**src/rtl/ntx_pkg.sv**
```systemverilog
package ntx_pkg;

  typedef enum logic [0:0] {
    SH_IDLE = 1'b0,
    SH_SEND = 1'b1
  } sh_state_e;

  // Line bits in one frame: start + data + optional ninth bit + stop
  function automatic int unsigned frame_len(input int unsigned dw, input logic nine);
    frame_len = dw + 2 + (nine ? 1 : 0);
  endfunction

endpackage

```
**src/rtl/ntx_holdbuf.sv**
```systemverilog
module ntx_holdbuf #(
  parameter int unsigned DATA_W = 8
) (
  input  logic              clk,
  input  logic              rst_n,
  input  logic              wr_en,
  input  logic [DATA_W-1:0] wr_data,
  input  logic              wr_ext,
  input  logic              take,
  output logic [DATA_W-1:0] word_q,
  output logic              ext_q,
  output logic              full_q
);

  logic [DATA_W-1:0] word_d;
  logic              ext_d;
  logic              full_d;

  // A host write wins over a same-edge transfer: the shifter samples
  // word_q (old word) while the new one lands here.
  always_comb begin
    word_d = word_q;
    ext_d  = ext_q;
    full_d = full_q;
    if (wr_en) begin
      word_d = wr_data;
      ext_d  = wr_ext;
      full_d = 1'b1;
    end else if (take) begin
      full_d = 1'b0;
    end
  end

  always_ff @(posedge clk or negedge rst_n) begin
    if (!rst_n) begin
      word_q <= '0;
      ext_q  <= 1'b0;
      full_q <= 1'b0;
    end else begin
      word_q <= word_d;
      ext_q  <= ext_d;
      full_q <= full_d;
    end
  end

endmodule

```
**src/rtl/ntx_shifter.sv**
```systemverilog
module ntx_shifter
  import ntx_pkg::*;
#(
  parameter int unsigned DATA_W = 8
) (
  input  logic              clk,
  input  logic              rst_n,
  input  logic              tx_en,
  input  logic              bit_tick,
  input  logic              nine_bits,
  input  logic              buf_full,
  input  logic [DATA_W-1:0] buf_data,
  input  logic              buf_ext,
  output logic              take,
  output logic              line,
  output logic              idle
);

  localparam int unsigned FRAME_W = DATA_W + 3;
  localparam int unsigned CNT_W   = $clog2(FRAME_W + 1);

  sh_state_e          state_q, state_d;
  logic [FRAME_W-1:0] frame_q, frame_d;
  logic [CNT_W-1:0]   left_q,  left_d;
  logic               last_bit;

  assign last_bit = (state_q == SH_SEND) && (left_q == CNT_W'(1));
  assign take     = tx_en && bit_tick && buf_full &&
                    ((state_q == SH_IDLE) || last_bit);

  always_comb begin
    state_d = state_q;
    frame_d = frame_q;
    left_d  = left_q;
    if (!tx_en) begin
      state_d = SH_IDLE;
      frame_d = '1;
      left_d  = '0;
    end else if (take) begin
      state_d = SH_SEND;
      if (nine_bits) begin
        frame_d = {1'b1, buf_ext, buf_data, 1'b0};
      end else begin
        frame_d = {1'b1, 1'b1, buf_data, 1'b0};
      end
      left_d = CNT_W'(frame_len(DATA_W, nine_bits));
    end else if (bit_tick && (state_q == SH_SEND)) begin
      if (last_bit) begin
        state_d = SH_IDLE;
        frame_d = '1;
        left_d  = '0;
      end else begin
        frame_d = {1'b1, frame_q[FRAME_W-1:1]};
        left_d  = left_q - CNT_W'(1);
      end
    end
  end

  always_ff @(posedge clk or negedge rst_n) begin
    if (!rst_n) begin
      state_q <= SH_IDLE;
      frame_q <= '1;
      left_q  <= '0;
    end else begin
      state_q <= state_d;
      frame_q <= frame_d;
      left_q  <= left_d;
    end
  end

  assign line = (tx_en && (state_q == SH_SEND)) ? frame_q[0] : 1'b1;
  assign idle = (state_q == SH_IDLE);

endmodule

```
**src/rtl/ntx_flags.sv**
```systemverilog
module ntx_flags (
  input  logic clk,
  input  logic rst_n,
  input  logic buf_full,
  input  logic irq_en,
  output logic hold_empty,
  output logic irq
);

  logic empty_q, empty_d;

  // One register stage: the flag settles from the second cycle after a write
  always_comb begin
    empty_d = !buf_full;
  end

  always_ff @(posedge clk or negedge rst_n) begin
    if (!rst_n) begin
      empty_q <= 1'b1;
    end else begin
      empty_q <= empty_d;
    end
  end

  assign hold_empty = empty_q;
  assign irq        = empty_q && irq_en;

endmodule

```
**src/rtl/ntx_serial_tx.sv**
```systemverilog
module ntx_serial_tx #(
  parameter int unsigned DATA_W = 8
) (
  input  logic              clk,
  input  logic              rst_n,
  input  logic              tx_en,
  input  logic              bit_tick,
  input  logic              nine_bits,
  input  logic              wr_en,
  input  logic [DATA_W-1:0] wr_data,
  input  logic              wr_ext,
  input  logic              irq_en,
  output logic              line_out,
  output logic              hold_empty,
  output logic              shift_empty,
  output logic              irq
);

  logic [DATA_W-1:0] hb_word;
  logic              hb_ext;
  logic              hb_full;
  logic              sh_take;

  ntx_holdbuf #(.DATA_W(DATA_W)) i_holdbuf (
    .clk     (clk),
    .rst_n   (rst_n),
    .wr_en   (wr_en),
    .wr_data (wr_data),
    .wr_ext  (wr_ext),
    .take    (sh_take),
    .word_q  (hb_word),
    .ext_q   (hb_ext),
    .full_q  (hb_full)
  );

  ntx_shifter #(.DATA_W(DATA_W)) i_shifter (
    .clk       (clk),
    .rst_n     (rst_n),
    .tx_en     (tx_en),
    .bit_tick  (bit_tick),
    .nine_bits (nine_bits),
    .buf_full  (hb_full),
    .buf_data  (hb_word),
    .buf_ext   (hb_ext),
    .take      (sh_take),
    .line      (line_out),
    .idle      (shift_empty)
  );

  ntx_flags i_flags (
    .clk        (clk),
    .rst_n      (rst_n),
    .buf_full   (hb_full),
    .irq_en     (irq_en),
    .hold_empty (hold_empty),
    .irq        (irq)
  );

endmodule

```
**config.mk**
```make
export PLATFORM = sky130hd
export DESIGN_NAME = ntx_serial_tx
export DESIGN_NICKNAME = d
export VERILOG_FILES = /design/src/rtl/ntx_pkg.sv /design/src/rtl/ntx_holdbuf.sv /design/src/rtl/ntx_shifter.sv /design/src/rtl/ntx_flags.sv /design/src/rtl/ntx_serial_tx.sv
export SDC_FILE = /design/constraint.sdc
export NUM_CORES = 1
export LEC_CHECK = 0
export BUFFER_PORTS_ARGS = -buffer_cell sky130_fd_sc_hd__clkbuf_2
export CORE_UTILIZATION = 44
export CTS_CLUSTER_SIZE = 8
export DETAILED_ROUTE_END_ITERATION = 7
export PLACE_DENSITY_LB_ADDON = 0.25
export SETUP_SLACK_MARGIN = 0.3
export SYNTH_ARGS = -nofsm -noshare
export SYNTH_HDL_FRONTEND = slang
export SYNTH_SLANG_ARGS = --single-unit
export TNS_END_PERCENT = 5
```
**constraint.sdc**
```tcl
create_clock -name clk -period 1.8 [get_ports clk]
set_input_delay 0.36 -clock clk [delete_from_list [all_inputs] [get_ports clk]]
set_output_delay 0.36 -clock clk [all_outputs]
set_load 0.005 [all_outputs]
```
==> results of run 1 <==
## per-stage QoR
step	cell area [sq um]	hold slack (ns)
final	1390	0.0333
after global routing	1390	0.0542
after CTS	1360	0.0475
after detailed placement	1310	0.410
after global placement	1310	0.408
after floorplan	1180	0.0644
## kinds of logic after synthesis
kind of cell | after synthesis | synth area share, %
flops | 26 | 56.9
fa+ha+maj | 2 | 2.14
compound gates | 39 | 21.1
simple gates | 27 | 10.9
mux | 2 | 1.93
buf+inv | 18 | 7.07
## repair_timing
item	in CTS	in global routing
pin swaps	3	3
buffers inserted	1	4
hold endpoints to repair	0	0
gates resized for setup	3	0
endpoints found under the setup margin	17	18
## path summary, 6_finish.rpt
check | cells after the start | slack (ns) | to
hold / removal | 1 | 0.03 | i_holdbuf.word_q[0]
max in group asynchronous | 1 | 1.32 | i_shifter.state_q
setup reg to reg | 6 | 0.1 | i_shifter.frame_q[9]
hold reg to reg | 1 | 0.48 | i_flags.hold_empty
setup / recovery | 6 | 0.1 | i_shifter.frame_q[9]
min in group clk | 3 | 0.24 | i_holdbuf.word_q[6]
## state kept, by name, indices dropped and copies added, names as in the netlist
| signal | flops |
|---|---|
| i_holdbuf.ext_q | 1 |
| i_holdbuf.word_q | 8 |
| i_flags.hold_empty | 1 |
| i_holdbuf.full_q | 1 |
| i_shifter.state_q | 1 |
| i_shifter.frame_q | 10 |
| i_shifter.left_q | 4 |
## cell type report
type,instances,area share (%)
Sequential cell,26,48.1
Clock buffer,4,1.90
Multi-Input combinational cell,70,31.5
Timing Repair Buffer,28,12.0
Inverter,14,3.79
Tap cell,30,2.71
## power groups by stage
| stage | Sequential [mW] | Clock (mW) | Combinational [mW] |
|---|---|---|---|
| 2_1_floorplan | 0.696 | 0 | 0.139 |
| 4_1_cts | 0.694 | 0.264 | 0.214 |
| 3_3_place_gp | 0.701 | 0 | 0.197 |
| 3_5_place_dp | 0.703 | 0 | 0.206 |
| 6_report | 0.691 | 0.251 | 0.225 |
| 5_1_grt | 0.697 | 0.296 | 0.258 |
## cells in the final DEF (no fill, tap or decap)
master,Yosys,routed
buf_4,0,8
o41ai_1,1,1
dfrtp_2,0,1
ha_4,0,1
o21bai_1,1,1
or3b_4,0,1
clkbuf_1,2,1
o22a_1,1,1
dfstp_2,11,11
buf_6,2,1
inv_2,0,1
o311ai_1,1,1
nor3b_1,1,1
nor3_1,1,1
nand4_1,1,1
nor2b_1,1,1
or3_1,1,1
nor2_1,3,3
o21ai_2,2,2
o22ai_1,8,8
ha_1,2,1
a211oi_1,1,1
o21ai_0,9,9
o211ai_1,1,1
a21oi_1,12,12
dfrtp_1,15,14
and2_1,2,2
mux2_2,2,2
clkbuf_2,0,19
o21ai_1,1,1
clkbuf_4,0,3
nand2_1,15,15
a211oi_4,1,1
inv_1,14,13
and2b_1,1,1
## metal layers
metal	track usage, %	wire, microns	share of wire, %	vias to the layer above
met1	23.6	1010	46	448
met2	29.0	1070	49	16
met3	5.93	86	4.0	2
met4	5.26	16	0.74	0
met5	0	0	0	-
li1	-	-	-	448
==> impl_metrics.ini, run 1 <==
[pwr]
clkPwrFrac_pct = 21.5
seqPwrFrac_pct = 59.2
internal_power_mw = 0.850
comb_power_share_pct = 19.3
powerDensity_nw_per_um2 = 843
power_switching_mw = 0.317
finalPower_mw = 1.17
swShare_pct = 27.2
p_leak_nw = 0.626
irDropWorstVdd_mv = 0.686

[run_status]
status = completed

[finish]
num-nets-final = 161
antenna_cells = 0
multi_input_area_sq_um = 437
final_cells = 172
drive_above_1_share_pct = 35.9
utilization_pct = 55.4
nFillCells = 238
synthToLayoutAreaGrowth_pct = 18.5
register_area_sq_um = 666

[logic_synthesis]
netlist_area_sq_um = 1170
syn_avg_cell_area_sq_um = 10.3
synth.net_count = 132
synth_cell_types = 29
yosysWarnings = 0
synth_top_area_share_pct = 32.1
synthTopCellsByArea = dfrtp_1 (32%), dfstp_2 (25%), a21oi_1 (5.1%)
ys_seq_area_share_pct = 56.9
synth_edf_count = 0
netlist_top_cells_count = dfrtp_1 (15), nand2_1 (15), inv_1 (14)
async_flop_share_pct = 100
synth_cells = 114
ys.flop_type = dfrtp_1
synth.largest_area_cell = dfrtp_1
synth-seq-cells = 26

[clock_tree]
cts_sinks = 26
cts_max_level = 1
clock_path_buffers = 2
clock_latency_ns = 0.31
numCtsBuffers = 3
clkTransAtPathRegs_ns = 0.13
cts_hold_buf = 0
cts_tree = done
cts-root-buf = clkbuf_4

[drt]
final_antenna_net_count = 0
first_pass_iters = 4
vias = 914
wl_microns = 2180
drcViolationCount = 0
avgViaCountPerCell = 5.31
wl_per_cell_microns = 12.6
drt_iter0_markers = 11

[die]
io_pins = 20
start_util_pct = 46.7
core_area_sq_um = 2500
die_area_sq_um = 2870
die_h_microns = 53.5
num_rows = 18
die_x_microns = 53.5

[global_route]
grt_pass1_vias = 813
grt_max_degree = 27
grt_remaining_overflow = 0
antenna_found_initial = 0
grt_first_pass_wirelength_microns = 3610
grt_usage_pct = 18.2

[setup_path]
required_ns = 2.06
cp_top_family = simple AND/OR/NAND/NOR gates
worst-path-buf-inv = 1
rr_startpoint = i_shifter.left_q[1]
cp_data_arrival_time_ns = 1.96
cp-startpoint = i_shifter.left_q[1]
cp_slowest_stage_delay_ns = 0.42
path_class = reg2reg
endpoint_kind = flip-flop
crit_path_max_fanout = 4
path_cells = inv_2 -> ha_4 -> or3b_4 -> a211oi_4 -> nand2_1 -> o22a_1
setup.worst_path.start_class = flip-flop
slowest_stage = dfrtp_1

[sta]
drv_slew = 0
setup-violations-final = 0
finalHoldViolations = 0
slew_headroom_pct = 57.9
timing.final.ws_setup_ns = 0.0971
finalCritPeriodShare_pct = 94.6
timing.final.crit_period_ns = 1.70
worst_pin_slew_ns = 0.632
clock_skew_ns = 0.000987
tns_ns = 0
rsz0062_at_grt = true
fmax_ghz = 0.587

[placed_design]
place.gp.congestion = 0.873
io_buffers = 19
place_ws_ns = 0.0751
place_inst = 163
dp_hpwl_microns = 1520

[flow_run]
cap_violations = 0

[min_path]
hp-class = in2async
No activity file was read; power rests on OpenSTA's default activity.
==> inputs of run 2 (changes only) <==
==> constraint.sdc (replaced) <==
create_clock -name clk -period 1.4 [get_ports clk]
set_input_delay 0.28 -clock clk [delete_from_list [all_inputs] [get_ports clk]]
set_output_delay 0.28 -clock clk [all_outputs]
set_load 0.005 [all_outputs]
==> impl_metrics.ini, run 2 (synthesized netlist as in run 1, its figures left out) <==
[run_status]
status = finished with violations
violations = negative setup slack

[global_route]
grt_use_met3_pct = 3.39
grt_use_met2_pct = 31.9
antenna_found_initial = 0
grt_remaining_overflow = 0
grt_usage_pct = 19.0
grt_pass1_vias = 871
gr-max-usage-layer = met2
grt_max_degree = 27
grt_first_pass_wirelength_microns = 3820
grt_util_met1_pct = 24.1

[setup_path]
reg2reg_setup_slack_ns = -0.35
endpoint_kind = flip-flop
slowest_stage = dfrtp_1
worst-path-buf-inv = 2
cp_data_arrival_time_ns = 2.01
cp_slowest_stage_delay_ns = 0.42
path_cells = inv_2 -> ha_4 -> or3b_4 -> a211oi_4 -> buf_4 -> o21ai_2 -> o21ai_2
setup.worst_path.start_class = flip-flop
rr_worst_depth = 7
timing.rr.end = i_shifter.left_q[3]
crit_path_max_fanout = 4
required_ns = 1.66
crit_top_cell = o21ai_2
path_class = reg2reg
cp_top_family = compound AO/OA/AOI/OAI gates
rr_startpoint = i_shifter.left_q[1]

[drt]
drcViolationCount = 0
final_antenna_net_count = 0
wl_per_cell_microns = 12.7
first_pass_iters = 4
avgViaCountPerCell = 5.17
drt_iter0_markers = 10
vias = 920
wl_microns = 2260

[placed_design]
place_inst = 171
place.gp.congestion = 0.784
dp_hpwl_microns = 1630
place_area_sq_um = 1370
io_buffers = 19

[finish]
antenna_cells = 0
reg_top3 = i_shifter.frame_q x10, i_holdbuf.word_q x8, i_shifter.left_q x4
largest_reg_flops = 10
final_common_cell = clkbuf_2
num-nets-final = 167
synthToLayoutAreaGrowth_pct = 25.3
fin_area_sq_um = 1460
drive_above_1_share_pct = 39.2
largest_register = i_shifter.frame_q
layout_common_cells = clkbuf_2 (19), nand2_1 (15), dfrtp_1 (15)
final_cells = 178
nFillCells = 227

[die]
die_area_sq_um = 2870
num_rows = 18
start_util_pct = 46.7
die_x_microns = 53.5
core_area_sq_um = 2500
io_pins = 20
die_h_microns = 53.5

[sta]
timing.final.ws_setup_ns = -0.351
fmax_ghz = 0.571
drv_slew = 0
slew_headroom_pct = 57.2
finalHoldViolations = 0
clock_skew_ns = 0.00181
setup-violations-final = 17
timing.final.crit_period_ns = 1.75
worst_pin_slew_ns = 0.641
finalCritPeriodShare_pct = 125
rsz0062_at_grt = true

[min_path]
hp-class = in2reg
min_path_cells = 3
min_to = i_holdbuf.word_q[3]
min_from = wr_data[3]

[clock_tree]
cts_sinks = 26
clock_latency_ns = 0.33
cts_max_level = 1
clkTransAtPathRegs_ns = 0.14
cts_tree = done
clock_path_buffers = 2
numCtsBuffers = 3
cts-root-buf = clkbuf_4

[pwr]
p_leak_nw = 0.669
irDropWorstVdd_mv = 1.23
powerDensity_nw_per_um2 = 1180

[flow_run]
cap_violations = 0
==> run 2: area by class of cell <==
| class | count | area [sq um] | area share [%] |
|---|---|---|---|
| clock inverters | 1 | 30.0 | 2.05 |
| inverters | 14 | 52.6 | 3.59 |
| well taps | 30 | 37.5 | 2.56 |
| repair buffers | 34 | 214 | 14.6 |
| multi-input cells | 70 | 443 | 30.3 |
| clock buffers | 3 | 22.5 | 1.54 |
| flip-flops and latches | 26 | 664 | 45.4 |
==> run 2: what timing repair did <==
action	in CTS	in global routing
hold endpoints to repair	15	0
pin swaps	5	2
hold buffers	1	0
buffers inserted	0	2
gates resized for setup	2	3
endpoints found under the setup margin	20	20
==> run 2: power by group <==
part           leakage (nW)  internal [mW]  switching (mW)
Clock                0.0279          0.290           0.230
Combinational         0.342          0.156           0.161
Sequential            0.299          0.844          0.0417
Total                 0.669           1.29           0.433
==> run 2: how the worst max path moves through the flow <==
stage	startpoint	cells past startpoint	slack, ns	endpoint
after floorplan	i_shifter.left_q[0]	7	-0.25	i_shifter.left_q[3]
after global placement	i_shifter.left_q[1]	6	-0.26	i_holdbuf.full_q
after detailed placement	i_shifter.left_q[1]	6	-0.35	i_shifter.left_q[1]
after CTS	i_shifter.left_q[1]	6	-0.35	i_shifter.left_q[1]
after global routing	i_shifter.left_q[1]	6	-0.41	i_shifter.frame_q[9]
final	i_shifter.left_q[1]	7	-0.35	i_shifter.left_q[3]
==> run 2: metal layers <==
metal,up-vias,part of all wire (%)
met5,-,0
met3,5,3.1
met1,436,47
met2,16,49
li1,463,-
met4,0,1.5
==> run 2: through the flow <==
stage | hold slack (ns) | total power [mW] | worst slack (ns) | TNS, ns | utilization [%]
after floorplan | -0.0156 | 1.07 | -0.251 | -2.49 | -
after global placement | 0.324 | 1.18 | -0.262 | -3.21 | 55.0
after detailed placement | 0.335 | 1.20 | -0.349 | -4.06 | 55.0
after CTS | 0.143 | 1.72 | -0.347 | -4.32 | 57.6
after global routing | 0.146 | 1.81 | -0.413 | -5.28 | 58.6
final | 0.147 | 1.72 | -0.351 | -3.96 | 58.6
==> run 2: worst min-delay path, delay by kind of cell <==
family          cells  cell delay (ns)
compound gates      1             0.06
buf+inv             1             0.07
simple gates        1             0.04
